--- config.mk ---
export PLATFORM = sky130hd
export DESIGN_NAME = smt_decode_arb
export DESIGN_NICKNAME = d
export VERILOG_FILES = /design/src/rtl/smt_arb_pkg.sv /design/src/rtl/smt_arb_cfg.sv /design/src/rtl/smt_arb_thr.sv /design/src/rtl/smt_arb_sched.sv /design/src/rtl/smt_decode_arb.sv
export SDC_FILE = /design/constraint.sdc
export NUM_CORES = 1
export LEC_CHECK = 0
export ABC_AREA = 1
export BUFFER_PORTS_ARGS = -buffer_cell sky130_fd_sc_hd__buf_2
export CORE_ASPECT_RATIO = 1.75
export CORE_UTILIZATION = 51
export CTS_CLUSTER_DIAMETER = 100
export DETAILED_ROUTE_END_ITERATION = 6
export HOLD_SLACK_MARGIN = 0.03
export PLACE_DENSITY = 0.85
export SLEW_MARGIN = 40
export SYNTH_ARGS = -nofsm -noshare
export SYNTH_HDL_FRONTEND = slang
export SYNTH_SLANG_ARGS = --single-unit
--- constraint.sdc ---
create_clock -name clk_i -period 3.7 [get_ports clk_i]
set_input_delay 0.555 -clock clk_i [delete_from_list [all_inputs] [get_ports clk_i]]
set_output_delay 0.555 -clock clk_i [all_outputs]
set_load 0.01 [all_outputs]
--- src/rtl/smt_arb_pkg.sv ---
package smt_arb_pkg;
  localparam int unsigned NUM_THR = 2;
  localparam int unsigned PRIO_W  = 3;

  typedef logic [PRIO_W-1:0] prio_t;

  localparam prio_t PRIO_MIN = prio_t'(1);

  typedef enum logic [1:0] {
    CFG_PRIO0    = 2'd0,
    CFG_PRIO1    = 2'd1,
    CFG_GCT_THR  = 2'd2,
    CFG_MISS_THR = 2'd3
  } cfg_addr_e;

  // one level down, floor at the lowest running level
  function automatic prio_t lower_prio(prio_t p);
    return (p > PRIO_MIN) ? p - prio_t'(1) : p;
  endfunction
endpackage

--- src/rtl/smt_arb_cfg.sv ---
module smt_arb_cfg
  import smt_arb_pkg::*;
#(
  parameter int unsigned OCC_W  = 6,
  parameter int unsigned MISS_W = 4,
  parameter int unsigned DATA_W = 8
) (
  input  logic                           clk_i,
  input  logic                           rst_ni,
  input  logic                           we_i,
  input  logic [1:0]                     addr_i,
  input  logic [DATA_W-1:0]              wdata_i,
  output logic [NUM_THR-1:0][PRIO_W-1:0] prio_o,
  output logic [OCC_W-1:0]               gct_thr_o,
  output logic [MISS_W-1:0]              miss_thr_o,
  output logic                           prio_wr_o
);
  logic [NUM_THR-1:0][PRIO_W-1:0] prio_q;
  logic [OCC_W-1:0]               gct_thr_q;
  logic [MISS_W-1:0]              miss_thr_q;
  logic                           unused_wdata;

  assign unused_wdata = ^wdata_i;

  always_ff @(posedge clk_i or negedge rst_ni) begin
    if (!rst_ni) begin
      prio_q <= '0;
    end else if (we_i) begin
      for (int t = 0; t < NUM_THR; t++) begin
        if (addr_i == 2'(t)) prio_q[t] <= wdata_i[PRIO_W-1:0];
      end
    end
  end

  always_ff @(posedge clk_i or negedge rst_ni) begin
    if (!rst_ni) begin
      gct_thr_q  <= '1;
      miss_thr_q <= '1;
    end else if (we_i) begin
      if (addr_i == CFG_GCT_THR)  gct_thr_q  <= wdata_i[OCC_W-1:0];
      if (addr_i == CFG_MISS_THR) miss_thr_q <= wdata_i[MISS_W-1:0];
    end
  end

  assign prio_o     = prio_q;
  assign gct_thr_o  = gct_thr_q;
  assign miss_thr_o = miss_thr_q;
  assign prio_wr_o  = we_i && (addr_i == CFG_PRIO0 || addr_i == CFG_PRIO1);
endmodule

--- src/rtl/smt_arb_thr.sv ---
module smt_arb_thr
  import smt_arb_pkg::*;
#(
  parameter int unsigned OCC_W  = 6,
  parameter int unsigned MISS_W = 4
) (
  input  logic              clk_i,
  input  logic              rst_ni,
  input  prio_t             sw_prio_i,
  input  logic [OCC_W-1:0]  occ_i,
  input  logic [OCC_W-1:0]  gct_thr_i,
  input  logic [MISS_W-1:0] miss_i,
  input  logic [MISS_W-1:0] miss_thr_i,
  input  logic              stall_i,
  input  logic              st_mode_i,
  input  logic              st_sel_i,
  output prio_t             eff_prio_o,
  output logic              elig_o,
  output logic              flush_o
);
  logic stall_q;
  logic gct_over, miss_over, running;

  always_ff @(posedge clk_i or negedge rst_ni) begin
    if (!rst_ni) stall_q <= 1'b0;
    else         stall_q <= stall_i;
  end

  assign gct_over   = occ_i > gct_thr_i;
  assign miss_over  = miss_i > miss_thr_i;
  assign running    = sw_prio_i != '0;
  assign eff_prio_o = gct_over ? lower_prio(sw_prio_i) : sw_prio_i;
  assign elig_o     = running && !miss_over && !stall_i && (!st_mode_i || st_sel_i);
  assign flush_o    = stall_i && !stall_q;
endmodule

--- src/rtl/smt_arb_sched.sv ---
module smt_arb_sched
  import smt_arb_pkg::*;
#(
  parameter int unsigned LP_PERIOD = 32
) (
  input  logic                           clk_i,
  input  logic                           rst_ni,
  input  logic [NUM_THR-1:0][PRIO_W-1:0] eff_prio_i,
  input  logic [NUM_THR-1:0][PRIO_W-1:0] sw_prio_i,
  input  logic [NUM_THR-1:0]             elig_i,
  input  logic                           st_mode_i,
  input  logic                           st_tid_i,
  input  logic                           prio_wr_i,
  output logic                           gnt_o,
  output logic                           tid_o,
  output logic                           lp_mode_o
);
  localparam int unsigned CNT_W = 1 << PRIO_W;
  localparam int unsigned LP_W  = (LP_PERIOD > 1) ? $clog2(LP_PERIOD) : 1;

  logic [CNT_W-1:0] slot_q, mask;
  logic [LP_W-1:0]  lp_cnt_q;
  logic             turn_q;
  logic             hi, pref, last_slot, lp_ok;
  prio_t            d;

  assign hi = eff_prio_i[1] > eff_prio_i[0];
  assign d  = hi ? eff_prio_i[1] - eff_prio_i[0] : eff_prio_i[0] - eff_prio_i[1];

  always_comb begin
    for (int i = 0; i < CNT_W; i++) mask[i] = (i <= int'(d));
  end

  // lower thread owns the last slot of each window
  assign last_slot = (slot_q & mask) == mask;

  always_comb begin
    if (st_mode_i)     pref = st_tid_i;
    else if (d == '0)  pref = turn_q;
    else if (last_slot) pref = ~hi;
    else               pref = hi;
  end

  assign lp_mode_o = !st_mode_i && sw_prio_i[0] == PRIO_MIN && sw_prio_i[1] == PRIO_MIN;
  assign lp_ok     = !lp_mode_o || lp_cnt_q == '0;

  always_comb begin
    gnt_o = 1'b0;
    tid_o = 1'b0;
    if (lp_ok) begin
      if (elig_i[pref]) begin
        gnt_o = 1'b1;
        tid_o = pref;
      end else if (elig_i[~pref]) begin
        gnt_o = 1'b1;
        tid_o = ~pref;
      end
    end
  end

  always_ff @(posedge clk_i or negedge rst_ni) begin
    if (!rst_ni) begin
      slot_q <= '0;
      turn_q <= 1'b0;
    end else if (prio_wr_i) begin
      slot_q <= '0;
      turn_q <= 1'b0;
    end else if (gnt_o) begin
      slot_q <= slot_q + 1'b1;
      turn_q <= ~tid_o;
    end
  end

  always_ff @(posedge clk_i or negedge rst_ni) begin
    if (!rst_ni)                              lp_cnt_q <= '0;
    else if (!lp_mode_o)                      lp_cnt_q <= '0;
    else if (lp_cnt_q == LP_W'(LP_PERIOD - 1)) lp_cnt_q <= '0;
    else                                      lp_cnt_q <= lp_cnt_q + 1'b1;
  end
endmodule

--- src/rtl/smt_decode_arb.sv ---
module smt_decode_arb
  import smt_arb_pkg::*;
#(
  parameter int unsigned OCC_W     = 6,
  parameter int unsigned MISS_W    = 4,
  parameter int unsigned DATA_W    = 8,
  parameter int unsigned LP_PERIOD = 32
) (
  input  logic                      clk_i,
  input  logic                      rst_ni,
  input  logic                      cfg_we_i,
  input  logic [1:0]                cfg_addr_i,
  input  logic [DATA_W-1:0]         cfg_wdata_i,
  input  logic                      st_mode_i,
  input  logic                      st_tid_i,
  input  logic [NUM_THR*OCC_W-1:0]  gct_occ_i,
  input  logic [NUM_THR*MISS_W-1:0] l2_miss_i,
  input  logic [NUM_THR-1:0]        stall_i,
  output logic                      gnt_o,
  output logic                      tid_o,
  output logic [NUM_THR-1:0]        flush_o
);
  logic [NUM_THR-1:0][PRIO_W-1:0] sw_prio, eff_prio;
  logic [NUM_THR-1:0]             elig;
  logic [OCC_W-1:0]               gct_thr;
  logic [MISS_W-1:0]              miss_thr;
  logic                           prio_wr, lp_mode;

  smt_arb_cfg #(.OCC_W(OCC_W), .MISS_W(MISS_W), .DATA_W(DATA_W)) i_cfg (
    .clk_i, .rst_ni,
    .we_i      (cfg_we_i),
    .addr_i    (cfg_addr_i),
    .wdata_i   (cfg_wdata_i),
    .prio_o    (sw_prio),
    .gct_thr_o (gct_thr),
    .miss_thr_o(miss_thr),
    .prio_wr_o (prio_wr)
  );

  for (genvar t = 0; t < NUM_THR; t++) begin : g_thr
    smt_arb_thr #(.OCC_W(OCC_W), .MISS_W(MISS_W)) i_thr (
      .clk_i, .rst_ni,
      .sw_prio_i (sw_prio[t]),
      .occ_i     (gct_occ_i[t*OCC_W +: OCC_W]),
      .gct_thr_i (gct_thr),
      .miss_i    (l2_miss_i[t*MISS_W +: MISS_W]),
      .miss_thr_i(miss_thr),
      .stall_i   (stall_i[t]),
      .st_mode_i (st_mode_i),
      .st_sel_i  (st_tid_i == 1'(t)),
      .eff_prio_o(eff_prio[t]),
      .elig_o    (elig[t]),
      .flush_o   (flush_o[t])
    );
  end

  smt_arb_sched #(.LP_PERIOD(LP_PERIOD)) i_sched (
    .clk_i, .rst_ni,
    .eff_prio_i(eff_prio),
    .sw_prio_i (sw_prio),
    .elig_i    (elig),
    .st_mode_i (st_mode_i),
    .st_tid_i  (st_tid_i),
    .prio_wr_i (prio_wr),
    .gnt_o     (gnt_o),
    .tid_o     (tid_o),
    .lp_mode_o (lp_mode)
  );
endmodule

==> metrics.md, run 1 <==
| Metric | Value |
|---|---|
| Pleak | `1.668 nW` |
| Reg power frac | `0.241` |
| R2r setup slk | `-0.50 ns` |
| Clock Latency Late Sink | `0.29 ns` |
| Initial Util | `0.5310` |
| Crit path required time | `3.14 ns` |
| Layout Skew | `0.003105 ns` |
| I/O Buffers | `38` |
| Max Cap Violations | `0` |
| Clock power frac | `0.198` |
| GR Overflow Total | `0` |
| Post-synth top area share | `0.2222` |
| Post-synthesis sequential area ratio | `0.3283` |
| Final hold vios | `0` |
| CTS Root Cell | `clkbuf_8` |
| All-Layer GR Usage | `0.2838` |
| Final setup margin | `-0.9486 ns` |
| Cell taking the most area after synthesis | `dfrtp_1` |
| Comb pwr share | `0.561` |
| CTS Buf Count | `5` |
| Vias post-DR | `2391` |
| Power Total | `1.865 mW` |
| Critical Path Start | `i_cfg.gct_thr_o[1]` |
| Finished Layout Cells | `438` |
| Crit path to | `tid_o` |
| Most used cell, CP | `nand2_1` |
| First-iteration detailed-routing DRC count | `68` |
| Die Span X | `54.69 um` |
| Final period util | `1.256` |
| Psw | `770.8 uW` |
| Pwr/cell area | `584.0 nW/um2` |
| CTS tree | `yes` |
| RSZ-0062 raised after global routing | `true` |
| Post-DRT Antenna Nets | `0` |
| Cell count after synthesis | `321` |
| Drt via density | `5.459` |
| Layout cells sized above 1 | `0.3005` |
| CP endpoint kind | `output pin` |
| Routed WL | `6508 um` |
| Failing checks | `setup timing` |
| Die ar. | `5151 um2` |
| Core Box Area | `4666 um2` |
| Rel. slew slack | `0.5135` |
| Worst Tran Pin Value | `0.7297 ns` |
| Place WS | `-0.7203 ns` |
| Post-route core utilization | `0.6844` |
| I/O Pins | `41` |
| First-pass DRT Iterations | `4` |
| Startpoint types | `flip-flop` |
| Post-synth cell types | `33` |
| Rows | `33` |
| Final instance area | `3193 um2` |
| Largest net degree at the start of global routing | `33` |
| Die height | `94.20 um` |
| P_int | `1.094 mW` |
| Maximum vdd drop | `477.9 uV` |
| Max incr delay on CP | `0.54 ns` |
| Initial antenna violation count | `0` |
| HPWL after detailed placement | `4396 um` |
| Status | `finished with violations` |
| CTS Sinks | `32` |
| Clock transition at path regs | `0.07 ns` |
| Ys async rst share | `1.000` |
| Placed instance count | `422` |
| F_max | `215.1 MHz` |
| Top post-synthesis cells by area | `dfrtp_1 (22%), ha_1 (18%), dfstp_2 (11%)` |
| Net Count, Synth | `395` |
| Prevailing post-synth register cell | `dfrtp_1` |
| Area Growth Syn to Fin | `28.89%` |
| CP arrival | `4.09 ns` |
| FF-to-FF Start | `i_cfg.gct_thr_o[1]` |
| Syn_area_per_cell | `7.718 um2` |
| Sw Share | `0.4134` |
| Setup CP Type | `reg -> out` |
| Nets | `459` |
| Routed len/inst | `14.86 um` |
| First-pass GRT wire length | `10440 um` |
| Antenna Cells | `0` |
| R2R depth | `33` |
| Post-Syn Area | `2477 um2` |
| Warnings, synthesis | `0` |
| FF+latch count, synth | `32` |
| H-tree depth | `2` |
| Minimum clock period | `4.649 ns` |
| Drt drc | `0` |
| Max stage delay cell, worst path | `dfstp_2` |
| Routability cong. | `0.8665` |
| Leading cell types in the layout, fill and taps excluded | `inv_1 (60), nand2_1 (60), buf_2 (37)` |
| EDFF count, synth | `0` |
| Clk buf depth | `2` |
| Placed inst area | `2825 um2` |
| Max Slew Vio Count | `0` |
| Number of global-route vias before repair | `2461` |
| Hold crit path type | `in -> async` |
| CP max FO | `4` |
| Reg2reg end | `i_sched.turn_q` |
| Setup-failing EPs final | `2` |
-- worst min-delay path by stage --
stage / from / end / slack [ns] / cells after the start
after floorplan: rst_ni / g_thr[0].i_thr.stall_q / 0.26 / 0
after global placement: i_sched.lp_cnt_q[0] / i_sched.lp_cnt_q[0] / 0.47 / 1
after detailed placement: i_sched.lp_cnt_q[0] / i_sched.lp_cnt_q[0] / 0.48 / 1
after CTS: rst_ni / i_sched.turn_q / 0.32 / 1
after global routing: rst_ni / i_sched.lp_cnt_q[1] / 0.37 / 1
final: rst_ni / i_sched.lp_cnt_q[1] / 0.32 / 1
-- timing repair --
item / CTS / global route
hold buffers: 0 / 0
gates resized for setup: 15 / 21
pin swaps: 14 / 23
buffers inserted: 5 / 3
setup endpoints to repair: 2 / 2
cloned: 0 / 0
-- synth_stat cells, types with 2 or more instances --
| cell type | instances |
|---|---|
| a21oi_1 | 11 |
| a22oi_1 | 2 |
| a32oi_1 | 2 |
| buf_4 | 2 |
| dfrtp_1 | 22 |
| dfstp_2 | 10 |
| fa_1 | 2 |
| ha_1 | 35 |
| inv_1 | 68 |
| nand2_1 | 63 |
| nand2_2 | 5 |
| nand3_1 | 14 |
| nand3_2 | 3 |
| nand4_1 | 4 |
| nor2_1 | 22 |
| nor3_1 | 2 |
| nor3b_1 | 2 |
| o21ai_0 | 28 |
| xor2_1 | 10 |
-- metrics by stage --
| step | TNS (ns) | hold WS (ns) |
|---|---|---|
| floorplan | -0.1840 | 0.2594 |
| global placement | -0.6733 | 0.4693 |
| detailed placement | -1.058 | 0.4789 |
| CTS | -1.161 | 0.3250 |
| global route | -2.159 | 0.3746 |
| finish | -1.453 | 0.3227 |
-- power groups by stage --
stage               logic [mW]  clock network (mW)  registers, mW
floorplan                0.595                   0          0.443
global placement         0.810                   0          0.449
detailed placement       0.848                   0          0.451
CTS                      0.956               0.375          0.446
global route              1.18               0.387          0.453
finish                    1.05               0.369          0.449
-- per-layer routing --
| metal | GRT usage | routed length [um] | vias up |
|---|---|---|---|
| met5 | 0 | 0 | - |
| met4 | 0.2115 | 343 | 0 |
| met3 | 0.09223 | 250 | 31 |
| met2 | 0.4930 | 3811 | 80 |
| met1 | 0.2490 | 2102 | 1128 |
| li1 | - | - | 1152 |
-- worst max-delay path: cells and delay by family, from the launching register on --
kind	cells	cell delay [ns]
AND/OR/NAND/NOR	15	1.21
adder cells (fa/ha/maj)	2	0.66
flip-flops	1	0.54
buffers and inverters	7	0.68
XOR/XNOR	1	0.16
AO/OA/AOI/OAI	5	0.54
-- sequential cells by signal, summed over array words and instances (netlist names) --
name,flops
g_thr.i_thr.stall_q,2
i_cfg.miss_thr_o,4
i_cfg.gct_thr_o,6
i_sched.lp_cnt_q,5
i_cfg.prio_o,6
i_sched.slot_q,8
i_sched.turn_q,1
-- logic make-up after synthesis --
group	after synthesis	share of synthesized area
buf+inv	71	0.1106
simple gates	120	0.2162
xor+xnor	11	0.03889
compound gates	50	0.1131
flops	32	0.3283
fa+ha+maj	37	0.1929
-- layout make-up --
class / instances / area (um2)
clock buffer: 7 / 96.34
fill: 364 / 1473
tap: 52 / 65.06
timing repair buffer: 60 / 361.6
sequential: 32 / 813.3
multi-input combinational: 218 / 1569
inverter: 68 / 257.7
clock inverter: 1 / 30.03
(Power assumes the default switching activity.)
==> inputs of run 2 (changes only) <==
==> constraint.sdc (replaced) <==
create_clock -name clk_i -period 3.7 [get_ports clk_i]
set_input_delay 0 -clock clk_i [delete_from_list [all_inputs] [get_ports clk_i]]
set_output_delay 0 -clock clk_i [all_outputs]
set_load 0.01 [all_outputs]
==> run 2 against run 1 <==
  * The run still ends with setup timing left
  * Via count is 3.4% lower
  * Hold slack worse by 0.29 ns
  * Non-clock buffer count decreased by 6
  * Register-to-register slack improved by 0.28 ns
  * Highest routed layer unchanged
==> metrics.md, run 2 (synthesis results as in run 1) <==
| Metric | Value |
|---|---|
| Met3 routed WL | `223 um` |
| Status | `finished with violations` |
| WL met1 | `2002 um` |
| First-pass DRT Iterations | `4` |
| Largest net degree at the start of global routing | `33` |
| Final hold vios | `0` |
| Leading cell types in the layout, fill and taps excluded | `inv_1 (65), nand2_1 (59), buf_2 (37)` |
| Minimum clock period | `4.042 ns` |
| HPWL after detailed placement | `4208 um` |
| CTS Root Cell | `clkbuf_8` |
| R2r setup slk | `-0.22 ns` |
| Final instance area | `3040 um2` |
| Commonest non-fill, non-tap cell in the layout | `inv_1` |
| GR Overflow Total | `0` |
| First-pass GRT wire length | `8866 um` |
| CP arrival | `4.04 ns` |
| Die Span X | `54.69 um` |
| P_int | `948.8 uW` |
| Routed WL | `5739 um` |
| Die ar. | `5151 um2` |
| CP endpoint kind | `output pin` |
| Initial Util | `0.5310` |
| Final setup margin | `-0.3424 ns` |
| Setup CP Type | `reg -> out` |
| Reg2reg end | `i_sched.turn_q` |
| Vias post-DR | `2310` |
| Comb pwr share | `0.587` |
| Place WS | `-0.1575 ns` |
| CP max FO | `4` |
| Nets | `453` |
| CTS Sinks | `32` |
| Hold depth | `3` |
| Number of global-route vias before repair | `2340` |
| Reg power frac | `0.263` |
| Total Negative Setup Slacks | `-0.5605 ns` |
| Initial antenna violation count | `0` |
| Hold_sp | `cfg_wdata_i[2]` |
| Drt drc | `0` |
| Max Used Layer | `met4` |
| Setup-failing EPs final | `2` |
| Failing checks | `setup timing` |
| Rel. slew slack | `0.5286` |
| I/O Buffers | `38` |
| Layout Skew | `0.004582 ns` |
| Pwr/cell area | `564.0 nW/um2` |
| Final period util | `1.093` |
| Clock Latency Late Sink | `0.28 ns` |
| H-tree depth | `2` |
| Fill count | `368` |
| Hold Path Sink | `i_cfg.gct_thr_o[2]` |
| Startpoint types | `flip-flop` |
| Drt via density | `5.347` |
| FF-to-FF Start | `i_cfg.gct_thr_o[1]` |
| Routability cong. | `0.8806` |
| Most used cell, CP | `nand2_1` |
| Max stage delay cell, worst path | `fa_2` |
| Post-DRT Antenna Nets | `0` |
| Max incr delay on CP | `0.55 ns` |
| Hold crit path type | `in -> reg` |
| Max Slew Vio Count | `0` |
| Core Box Area | `4666 um2` |
| Crit path required time | `3.70 ns` |
| Placed inst area | `2751 um2` |
| CTS Buf Count | `5` |
| I/O Pins | `41` |
| Layout cells sized above 1 | `0.2421` |
| First-iteration detailed-routing DRC count | `61` |
| RSZ-0062 raised after global routing | `true` |
| Clock power frac | `0.150` |
| Pleak | `1.611 nW` |
| Max reg flops | `8` |
| F_max | `247.4 MHz` |
| Sw Share | `0.4467` |
| CTS tree | `yes` |
| Clk buf depth | `2` |
| Area Growth Syn to Fin | `22.73%` |
| Antenna Cells | `0` |
| Clock transition at path regs | `0.06 ns` |
| Psw | `766.1 uW` |
| Rows | `33` |
| Die height | `94.20 um` |
| Routed len/inst | `13.28 um` |
| Largest Register | `i_sched.slot_q` |
| Met2 routed WL | `3217 um` |
| Worst Tran Pin Value | `0.7071 ns` |
| All-Layer GR Usage | `0.2360` |
| Maximum vdd drop | `366.6 uV` |
| R2R depth | `29` |
| Max Cap Violations | `0` |
run 2: changes by cell type in the layout (fill, tap and decap cells not counted), moves of 2 or more:
| cell | previous run | this run |
|---|---|---|
| buf_4 | 22 | 10 |
| dlygate4sd3_1 | 0 | 6 |
| inv_1 | 60 | 65 |
| ha_1 | 27 | 31 |
| ha_4 | 7 | 3 |
| inv_2 | 7 | 3 |
| clkbuf_1 | 0 | 2 |
| clkbuf_8 | 7 | 5 |
| nand2_2 | 5 | 7 |
run 2: metal layers:
metal	up-vias	track usage
li1	1138	-
met1	1080	0.1938
met2	63	0.4528
met3	29	0.04531
met4	0	0.1538
met5	-	0
run 2: metrics by stage:
step / instances / util / hold WS [ns] / total power [mW]
6_report: 432 / 0.6516 / 0.03664 / 1.715
5_1_grt: 432 / 0.6516 / 0.07507 / 1.841
3_5_place_dp: 413 / 0.5897 / 0.09111 / 1.242
4_1_cts: 432 / 0.6420 / 0.03026 / 1.591
2_1_floorplan: 321 / - / -0.2956 / 1.033
3_3_place_gp: 413 / 0.5897 / 0.08391 / 1.207
run 2: layout make-up:
type / instances / area (um2) / area share
inverters: 68 / 255.2 / 0.08395
well taps: 52 / 65.06 / 0.02140
clock buffers: 7 / 76.32 / 0.02510
repair buffers: 54 / 331.6 / 0.1091
multi-input cells: 218 / 1494 / 0.4914
flip-flops and latches: 32 / 813.3 / 0.2675
clock inverters: 1 / 5.005 / 0.001646
run 2: power by group through the flow:
stage	Sequential [mW]	Clock, mW	Combinational, mW
5_1_grt	0.457	0.277	1.11
2_1_floorplan	0.443	0	0.590
6_report	0.451	0.258	1.01
4_1_cts	0.448	0.264	0.880
3_3_place_gp	0.451	0	0.757
3_5_place_dp	0.452	0	0.790
run 2: how the worst max path moves through the flow:
stage / end / cells past startpoint / slack (ns) / startpoint
after global routing: tid_o / 29 / -0.53 / i_cfg.gct_thr_o[1]
after global placement: i_sched.turn_q / 28 / -0.01 / i_cfg.gct_thr_o[1]
final: tid_o / 28 / -0.34 / i_cfg.gct_thr_o[1]
after detailed placement: i_sched.turn_q / 29 / -0.16 / i_cfg.gct_thr_o[1]
after floorplan: i_sched.turn_q / 28 / 0.22 / i_cfg.gct_thr_o[1]
after CTS: tid_o / 27 / -0.28 / i_cfg.gct_thr_o[1]
run 2: what timing repair did:
| item | in CTS | in global routing |
|---|---|---|
| setup buffers | 9 | 0 |
| endpoints found under the hold margin | 28 | 0 |
| hold buffers | 6 | 0 |
| pin swaps | 11 | 17 |
| endpoints found under the setup margin | 2 | 2 |
| resized for setup | 13 | 12 |
run 2: worst max-delay path: cells and delay by family (launching register included):
family / cells / cell delay, ns
and+or+nand+nor: 15 / 1.07
adders and majority gates: 3 / 0.94
AOI/OAI and AO/OA: 4 / 0.66
DFF: 1 / 0.53
buffers and inverters: 5 / 0.37
xor gates and xnor gates: 1 / 0.18
==> inputs of run 3 (changes only) <==
--- a/config.mk
+++ b/config.mk
@@ -5,14 +5,15 @@
 export SDC_FILE = /design/constraint.sdc
 export NUM_CORES = 1
 export LEC_CHECK = 0
-export ABC_AREA = 1
+export ABC_AREA = 0
 export BUFFER_PORTS_ARGS = -buffer_cell sky130_fd_sc_hd__buf_2
 export CORE_ASPECT_RATIO = 1.75
-export CORE_UTILIZATION = 51
+export CORE_UTILIZATION = 52
 export CTS_CLUSTER_DIAMETER = 100
 export DETAILED_ROUTE_END_ITERATION = 6
 export HOLD_SLACK_MARGIN = 0.03
-export PLACE_DENSITY = 0.85
+export PLACE_DENSITY = 0.86
+export RECOVER_POWER = 50
 export SLEW_MARGIN = 40
 export SYNTH_ARGS = -nofsm -noshare
 export SYNTH_HDL_FRONTEND = slang
==> run 3 against run 2 <==
  * Sequential power is 4.7% higher
  * Hold slack better by 0.11 ns
  * The flow finishes with violations (capacitance limit, slew limit, setup timing)
  * Non-clock buffer count rose by 4
  * Global-route usage increased by 3.5 points
  * Combinational power about the same
  * Via count decreased by 1.8%
  * Utilization increased by 2.4 points
  * Clock power increased by 14%
  * Clock skew shrank 0.00079 ns
  * Register-to-register slack about the same
==> metrics.md, run 3 <==
| Metric | Value |
|---|---|
| Layout Skew | `0.003787 ns` |
| Power Total | `1.765 mW` |
| R2R depth | `20` |
| Max reg flops | `8` |
| Status | `finished with violations` |
| F_max | `246.3 MHz` |
| Largest net degree at the start of global routing | `33` |
| Ys async rst share | `1.000` |
| Maximum vdd drop | `455.4 uV` |
| Die height | `95.05 um` |
| Vias post-DR | `2269` |
| Core Box Area | `4707 um2` |
| Leading cell types in the layout, fill and taps excluded | `buf_2 (33), ha_1 (31), inv_1 (24)` |
| Post-DRT Antenna Nets | `0` |
| Failing checks | `capacitance limit, slew limit, setup timing` |
| Largest family of logic cells by synthesized area | `adder cells` |
| Routability cong. | `0.8553` |
| CTS tree | `yes` |
| Hold_sp | `cfg_addr_i[0]` |
| Final setup margin | `-0.3605 ns` |
| Post-synth top area share | `0.2140` |
| Most frequent cell after synthesis | `ha_1` |
| Commonest non-fill, non-tap cell in the layout | `buf_2` |
| Post-Syn Area | `2572 um2` |
| Hold depth | `3` |
| Largest Register | `i_sched.slot_q` |
| Sw Share | `0.4066` |
| Area share of fa/ha/maj cells after synthesis | `0.1858` |
| Die ar. | `5244 um2` |
| Drt drc | `0` |
| Routed len/inst | `16.49 um` |
| Top post-synthesis cells by area | `dfrtp_1 (21%), ha_1 (17%), dfstp_2 (10%)` |
| Clk buf depth | `2` |
| Max Slew Vio Count | `33` |
| Die Span X | `55.17 um` |
| FF+latch count, synth | `32` |
| XOR/XNOR Fraction of Synth Area | `0.02724` |
| Reg power frac | `0.268` |
| Rel. slew slack | `-0.1469` |
| Critical Path Start | `i_cfg.gct_thr_o[1]` |
| Pleak | `1.478 nW` |
| Net Count, Synth | `335` |
| I/O Buffers | `38` |
| Place WS | `-0.2785 ns` |
| Comb pwr share | `0.565` |
| Final hold vios | `0` |
| Hold crit path type | `in -> reg` |
| Layout cells sized above 1 | `0.3488` |
| Drt via density | `6.035` |
| Antenna Cells | `0` |
| Minimum clock period | `4.061 ns` |
| Post-synthesis simple-gate area fraction | `0.1853` |
| Area Growth Syn to Fin | `23.54%` |
| Pwr/cell area | `555.3 nW/um2` |
| Worst Tran Pin Value | `1.720 ns` |
| First-pass GRT wire length | `10180 um` |
| Crit path required time | `3.70 ns` |
| Rows | `33` |
| Final period util | `1.097` |
| CTS Root Cell | `clkbuf_8` |
| Clock power frac | `0.167` |
| Nets | `397` |
| P_int | `1.047 mW` |
| Startpoint types | `flip-flop` |
| RSZ-0062 raised after global routing | `true` |
| Number of global-route vias before repair | `2397` |
| CP endpoint kind | `output pin` |
| CTS Buf Count | `5` |
| First-pass DRT Iterations | `4` |
| Total Negative Setup Slacks | `-0.5864 ns` |
| Initial Util | `0.5465` |
| CP arrival | `4.06 ns` |
| Cell taking the most area after synthesis | `dfrtp_1` |
| Post-synth cell types | `51` |
| CP max FO | `4` |
| Psw | `717.6 uW` |
| Syn_area_per_cell | `9.856 um2` |
| GR Overflow Total | `0` |
| CTS Sinks | `32` |
| EDFF count, synth | `0` |
| Max Cap Violations | `1` |
| First-iteration detailed-routing DRC count | `50` |
| Initial antenna violation count | `0` |
| Prevailing post-synth register cell | `dfrtp_1` |
| Setup-failing EPs final | `2` |
| Cell count after synthesis | `261` |
| Routed WL | `6199 um` |
| Clock Latency Late Sink | `0.28 ns` |
| H-tree depth | `2` |
| HPWL after detailed placement | `4368 um` |
| All-Layer GR Usage | `0.2711` |
| I/O Pins | `41` |
| Top cells by count, synth | `ha_1 (35), inv_1 (25), dfrtp_1 (22)` |
| Warnings, synthesis | `0` |
| Setup CP Type | `reg -> out` |
| Compound-Gate Fraction of Synth Area | `0.1542` |
| Mux contribution to synthesized area | `0.08171` |
| FF-to-FF Start | `i_cfg.gct_thr_o[1]` |
| Post-synthesis sequential area ratio | `0.3161` |
| Clock transition at path regs | `0.06 ns` |
[run 3: through the flow]
step | utilization | cells | instance area [um2] | hold slack, ns
after detailed placement | 0.6061 | 354 | 2853 | 0.09715
after floorplan | - | 261 | 2579 | -0.2956
after global placement | 0.6061 | 354 | 2853 | 0.08888
after global routing | 0.6752 | 376 | 3178 | 0.1542
after CTS | 0.6600 | 372 | 3107 | 0.09635
final | 0.6752 | 376 | 3178 | 0.1420
[run 3: worst paths after layout]
check / end / slack [ns]
min in group asynchronous: i_cfg.prio_o[0] / 0.70
max in group asynchronous: i_sched.slot_q[4] / 2.01
worst min-delay path: i_cfg.prio_o[1] / 0.14
worst max register to register: i_sched.turn_q / -0.23
worst max-delay path: tid_o / -0.36
worst min register to register: i_sched.lp_cnt_q[0] / 0.50
[run 3: metal layers]
layer | global-route usage | up-vias | part of all wire
met4 | 0.1729 | 0 | 0.054
li1 | - | 1062 | -
met5 | 0 | - | 0
met3 | 0.04466 | 36 | 0.041
met2 | 0.4869 | 95 | 0.55
met1 | 0.2681 | 1076 | 0.35
[run 3: layout make-up]
cell class              instances  area [um2]
well taps                      52       65.06
multi-input cells             199        1742
clock buffers                   8       100.1
fillers                       347        1529
flip-flops and latches         32       813.3
repair buffers                 58       356.6
inverters                      27       101.3
[run 3: timing repair]
action	CTS	global route
setup buffers	1	4
gates resized for setup	19	11
endpoints found under the hold margin	36	0
gates cloned	0	0
endpoints found under the setup margin	2	2
pin swaps	15	16
hold buffers	9	0
[run 3: critical path, cell delays in order (launching register included)]
cell	delay, ns
dfstp_2	0.54
inv_2	0.06
ha_4	0.21
nor2b_1	0.12
o21a_1	0.16
o21a_1	0.17
o21ai_2	0.17
a21o_1	0.18
nor3_2	0.06
a21oi_1	0.17
ha_2	0.23
fa_2	0.46
a21oi_2	0.14
o21a_1	0.16
o21ai_2	0.08
buf_4	0.14
and4_4	0.20
nor4_4	0.15
nand2_1	0.12
o211ai_1	0.10
buf_2	0.16
[run 3: cells by family (layout without fill, tap and decap cells)]
group	Yosys count	in the layout
flip-flops	32	32
XOR/XNOR	8	8
AND/OR/NAND/NOR	80	80
AO/OA/AOI/OAI	55	55
adder cells (fa/ha/maj)	37	37
buffers and inverters	30	93
multiplexers	19	19
[run 3: power by group through the flow]
stage / registers (mW) / clock network [mW] / logic (mW)
4_1_cts: 0.468 / 0.300 / 0.912
3_5_place_dp: 0.473 / 0 / 0.817
5_1_grt: 0.479 / 0.311 / 1.10
3_3_place_gp: 0.470 / 0 / 0.787
2_1_floorplan: 0.457 / 0 / 0.606
6_report: 0.472 / 0.295 / 0.998
